[src/rtl/patrec_pkg.sv]
package patrec_pkg;

    localparam int STATE_W = 3;

    typedef enum logic [STATE_W-1:0] {
        ST_IDLE     = 3'd0,
        ST_ZERO     = 3'd1,
        ST_ZERO_ONE = 3'd2,
        ST_HIT      = 3'd3,
        ST_ONE      = 3'd4,
        ST_ONE_ZERO = 3'd5,
        ST_LOCK     = 3'd6
    } rec_state_t;

    // Next state for one sampled bit. The unused encoding falls back to idle.
    function automatic rec_state_t step_state(input rec_state_t cur, input logic bit_in);
        rec_state_t nxt;
        case (cur)
            ST_IDLE:     nxt = bit_in ? ST_ONE      : ST_ZERO;
            ST_ZERO:     nxt = bit_in ? ST_ZERO_ONE : ST_ZERO;
            ST_ZERO_ONE: nxt = bit_in ? ST_ONE      : ST_HIT;
            ST_HIT:      nxt = bit_in ? ST_ZERO_ONE : ST_LOCK;
            ST_ONE:      nxt = bit_in ? ST_ONE      : ST_ONE_ZERO;
            ST_ONE_ZERO: nxt = bit_in ? ST_ZERO_ONE : ST_LOCK;
            ST_LOCK:     nxt = ST_LOCK;
            default:     nxt = ST_IDLE;
        endcase
        return nxt;
    endfunction

    function automatic logic is_hit(input rec_state_t cur);
        return (cur == ST_HIT);
    endfunction

endpackage

[src/rtl/patrec_next.sv]
module patrec_next
    import patrec_pkg::*;
(
    input  rec_state_t cur_i,
    input  logic       din_i,
    output rec_state_t nxt_o
);
    always_comb begin
        nxt_o = step_state(cur_i, din_i);
    end
endmodule

[src/rtl/patrec_state_reg.sv]
module patrec_state_reg
    import patrec_pkg::*;
(
    input  logic       clk_i,
    input  logic       rst_i,
    input  rec_state_t nxt_i,
    output rec_state_t cur_o
);
    always_ff @(posedge clk_i) begin
        if (rst_i) cur_o <= ST_IDLE;
        else       cur_o <= nxt_i;
    end
endmodule

[src/rtl/patrec_out.sv]
module patrec_out
    import patrec_pkg::*;
(
    input  rec_state_t cur_i,
    output logic       match_o
);
    always_comb begin
        match_o = is_hit(cur_i);
    end
endmodule

[src/rtl/patrec_lockout.sv]
module patrec_lockout
    import patrec_pkg::*;
(
    input  logic clk_i,
    input  logic rst_i,
    input  logic din_i,
    output logic match_o
);
    rec_state_t state_q;
    rec_state_t state_d;

    patrec_next u_next (
        .cur_i (state_q),
        .din_i (din_i),
        .nxt_o (state_d)
    );

    patrec_state_reg u_reg (
        .clk_i (clk_i),
        .rst_i (rst_i),
        .nxt_i (state_d),
        .cur_o (state_q)
    );

    patrec_out u_out (
        .cur_i   (state_q),
        .match_o (match_o)
    );
endmodule

[config.mk]
export PLATFORM = sky130hd
export DESIGN_NAME = patrec_lockout
export DESIGN_NICKNAME = d
export VERILOG_FILES = /design/src/rtl/patrec_pkg.sv /design/src/rtl/patrec_next.sv /design/src/rtl/patrec_state_reg.sv /design/src/rtl/patrec_out.sv /design/src/rtl/patrec_lockout.sv
export SDC_FILE = /design/constraint.sdc
export NUM_CORES = 1
export LEC_CHECK = 0
export BUFFER_PORTS_ARGS = -buffer_cell sky130_fd_sc_hd__buf_2
export CORE_AREA = 2 2 39 41
export CTS_CLUSTER_SIZE = 14
export DETAILED_ROUTE_END_ITERATION = 12
export DIE_AREA = 0 0 41 43
export HOLD_SLACK_MARGIN = 0.08
export PLACE_DENSITY = 0.3
export SLEW_MARGIN = 15
export SYNTH_ARGS = -nofsm -noshare
export SYNTH_HDL_FRONTEND = slang
export SYNTH_SLANG_ARGS = --single-unit
[constraint.sdc]
create_clock -name clk_i -period 1.2 [get_ports clk_i]
set_input_delay 0.24 -clock clk_i [delete_from_list [all_inputs] [get_ports clk_i]]
set_output_delay 0.24 -clock clk_i [all_outputs]
set_load 0.05 [all_outputs]
======== Word-level counts from Yosys, hierarchy flattened ========
Cells that the tools add are included.
storage, ports and cells
  input bits .............................. 3
  memory bits (writable) .................. 0
  memories kept ........................... 0
  bits in read-only memories .............. 0
  register bits after elaboration ......... 3
  latch bits .............................. 0
  output and inout port bits .............. 1
  word-level logic and storage cells ...... 15
cells by class
  $lt $le $gt $ge ......................... 0
  div/mod/pow operators ................... 0
  shift-type cells ........................ 0
  multiply operators ...................... 0
  multiplexer cells ....................... 6
  add/sub/neg operators ................... 0
  bitwise gates (word level) .............. 0
  eq/ne operators ......................... 6
  reductions and logical operators ........ 2
operators with widths
  operator            count
  $pmux 3 s6          1
  $eq 3x3->1 const B  3
  $mux 3              3
  $eq 3x2->1 const B  2
  $eq 3x1->1 const B  1
  $logic_not 3->1     1
  $mux 2              1
  $reduce_or 2->1     1
  $mux 1              1

======== Depth between registers and ports, before layout ========
  depth after elaboration ................. 3
  mapped depth ............................ 3
  gate-level depth less buffers ........... 3

======== Modules after synthesis ========
From an unflattened synthesis, not the netlist that was laid out.
second synthesis, totals
  cells, all modules ...................... 16
  area total of the unflattened synthesis .. 143.9 µm²
modules (own cells, without submodules)
  module            area each (µm²)  instances  seq. area each (µm²)  cells an instance
  patrec_state_reg  78.8             1          60.1                  6
  patrec_next       56.3             1          0.0                   9
  patrec_out        8.8              1          0.0                   1

======== Worst setup path before layout ========
Ideal clock, no wire load.
  path type ............................... reg-to-output
  start ................................... reg u_reg.cur_o[1]
  end ..................................... out match_o
  path slack .............................. -0.120 ns
  path buffers ............................ 0
  stages on the path, launching flop included .. 3
  arrival time ............................ 1.080 ns
  required time ........................... 0.960 ns
  path through ............................ dfxtp_1 -> nand2_1 -> nor2_1
on the way
  cells in the longest elaborated chain, start to end .. 1
RTL lines
  what                    RTL line                RTL
  from (decl)             patrec_state_reg.sv:7   output rec_state_t cur_o
  from (signal assigned)  patrec_state_reg.sv:11  else cur_o <= nxt_i;
  $eq 3x2->1              patrec_pkg.sv:32        return (cur == ST_HIT);
  to (decl)               patrec_lockout.sv:7     output logic match_o
Every way passes these cells.

======== Worst setup path after layout ========
Ends and elaborated chain as after synthesis.

==> impl_metrics.json <==
{
  "synthToLayoutAreaGrowth_pct": 60.2,
  "synth_edf_count": 0,
  "worstHoldStart": "rst_i",
  "clock_latency_ns": 0.23,
  "place_congestion": 0.547,
  "grtUsageTotal_pct": 4.11,
  "p_seq_share_pct": 36.9,
  "endpoint_kind": "output pin",
  "ys_warn_count": 0,
  "arrival_ns": 0.90,
  "portBuffers": 3,
  "ys_types": 11,
  "place_inst": 33,
  "largest_reg_flops": 3,
  "final_net_count": 25,
  "ys_async_sr_fraction_pct": 0,
  "clkSlewWorstSetupHoldPaths_ns": 0.04,
  "power_leakage_nw": 0.0764,
  "yosysSeqAreaShare_pct": 46.6,
  "p_clk_share_pct": 55.9,
  "grt_pass1_vias": 114,
  "synth_cells": 14,
  "synth_most_common_cell": "dfxtp_1",
  "setup_viol": 0,
  "post_cts_buffers": 0,
  "largest_register": "u_reg.cur_o",
  "worstMarginPinSlew_ns": 0.316,
  "switching_share_pct": 22.7,
  "grt_start_max_net_pins": 7,
  "critPathKind": "reg -> out",
  "status": "completed",
  "cts_buffer_depth": 2,
  "grt_antenna_before_repair": 0,
  "ant_nets": 0,
  "grt_setup_unrepaired": "no",
  "wl_per_cell_um": 7.32,
  "cts_tree": "done",
  "synth_fp_nets": 17,
  "rows": 14,
  "synth_seq_cells": 3,
  "vias": 122,
  "place_area_um2": 166,
  "final_design_area_no_fill_um2": 206,
  "hold_viol_final": 0,
  "synth_area_leaders": "dfxtp_1 (47%), a2111oi_1 (7.8%), maj3_1 (7.8%)",
  "chipHeight_um": 43,
  "drive_above_1_share_pct": 42.9,
  "die-area_mm2": 0.00176,
  "core-area_mm2": 0.00138,
  "slew_viol_final": 0,
  "layout.cells.non_filler": 37,
  "r2r-start": "u_reg.cur_o[2]",
  "power_density_mw_per_mm2": 1520,
  "switchingPower_uw": 70.9,
  "avgSynthCellArea_um2": 9.21,
  "hold_ws_ns": 0.205,
  "critPathLaunch": "u_reg.cur_o[1]",
  "cts_max_level": 1,
  "synth_flop_cell": "dfxtp_1",
  "die-width_um": 41,
  "p_int_uw": 242,
  "max_freq_mhz": 878,
  "cts_sinks": 3,
  "cts_root_buffer": "clkbuf_4",
  "drc_errors": 0,
  "overflow": 0,
  "vdd_ir_drop_max_v": 0.000458,
  "syn-cell-area_um2": 129,
  "crit_fanout": 6,
  "fin_crit_sh_pct": 94.9,
  "slew_headroom_pct": 78.9,
  "finalSetupTns_ns": 0,
  "combPwrFrac_pct": 7.2,
  "reg.largest.list": "u_reg.cur_o (3)",
  "numCtsBuffers": 3,
  "drt-pass1-iter-count": 1,
  "start_kind": "register",
  "drtIter0Drc": 0,
  "maxCapViolations": 0,
  "synth_common_cells": "dfxtp_1 (3), nor3_1 (2)",
  "ctsHoldBuffers": 0,
  "grt_pass1_wl_um": 414,
  "yosys.area.top_type": "dfxtp_1",
  "io_pins": 4,
  "required_ns": 0.96,
  "diodes": 0,
  "start_util_pct": 9.31,
  "rrSetupSlack_ns": 0.26,
  "routed_wl_um": 271,
  "finClkSkew_ns": 0.000565,
  "yosys.area.top_type_share_pct": 46.6,
  "period_minus_slack_ns": 1.14,
  "min-delay-path-class": "in -> reg",
  "avgViaCountPerCell": 3.30
}
==> routing by layer <==
metal | track usage (%) | part of all wire [%] | wire [um]
met5 | 0 | 0 | 0
met4 | 6.00 | 0 | 0
met3 | 3.14 | 9.6 | 26
met2 | 3.44 | 39 | 106
met1 | 4.79 | 51 | 138
==> kinds of logic after synthesis <==
| family | Yosys count | share of synthesized area, % |
|---|---|---|
| compound gates | 3 | 17.5 |
| fa+ha+maj | 1 | 7.77 |
| flops | 3 | 46.6 |
| simple gates | 7 | 28.2 |
==> path summary, 6_finish.rpt <==
kind / end / depth (start not counted)
worst max-delay path: match_o / 3
worst min-delay path: u_reg.cur_o[0] / 2
worst max register to register: u_reg.cur_o[2] / 2
worst min register to register: u_reg.cur_o[2] / 1
==> placed cells by master (no fill, tap or decap), drive strengths merged <==
cell type and instances:
nor4 1, nor2 1, buf 3, a21oi 1, and3 1, maj3 1, dfxtp 3, clkbuf 4
nor3 2, a211oi 1, a2111oi 1, nand2b 1, nand2 1
==> power by group through the flow <==
stage / registers (mW) / clock network, mW / logic (mW)
after floorplan: 0.116 / 0 / 0.0144
after global placement: 0.119 / 0 / 0.0224
after detailed placement: 0.118 / 0 / 0.0221
after CTS: 0.117 / 0.189 / 0.0225
after global routing: 0.117 / 0.196 / 0.0259
final: 0.116 / 0.175 / 0.0225
==> critical path, stage by stage, from the launching register on <==
cell and delay (ns):
dfxtp_4 0.36, nand2_1 0.06, nor2_2 0.09, buf_6 0.16
==> through the flow <==
stage	utilization (%)	power, mW	setup WS [ns]
after floorplan	-	0.131	0.0963
after global placement	12.0	0.141	0.153
after detailed placement	12.0	0.140	0.156
after CTS	14.3	0.329	0.0161
after global routing	14.9	0.339	0.00524
final	14.9	0.313	0.0607
==> repair_timing <==
item,4_1_cts,5_1_grt
pin swaps,0,0
endpoints found under the setup margin,1,1
resized for setup,3,3
==> final cells by class <==
type / count / area (um^2)
clock buffer: 4 / 26.3
tap: 16 / 20.0
sequential: 3 / 67.6
multi-input combinational: 11 / 71.3
fill: 168 / 1180
timing repair buffer: 3 / 21.3
(Power assumes the default switching activity.)
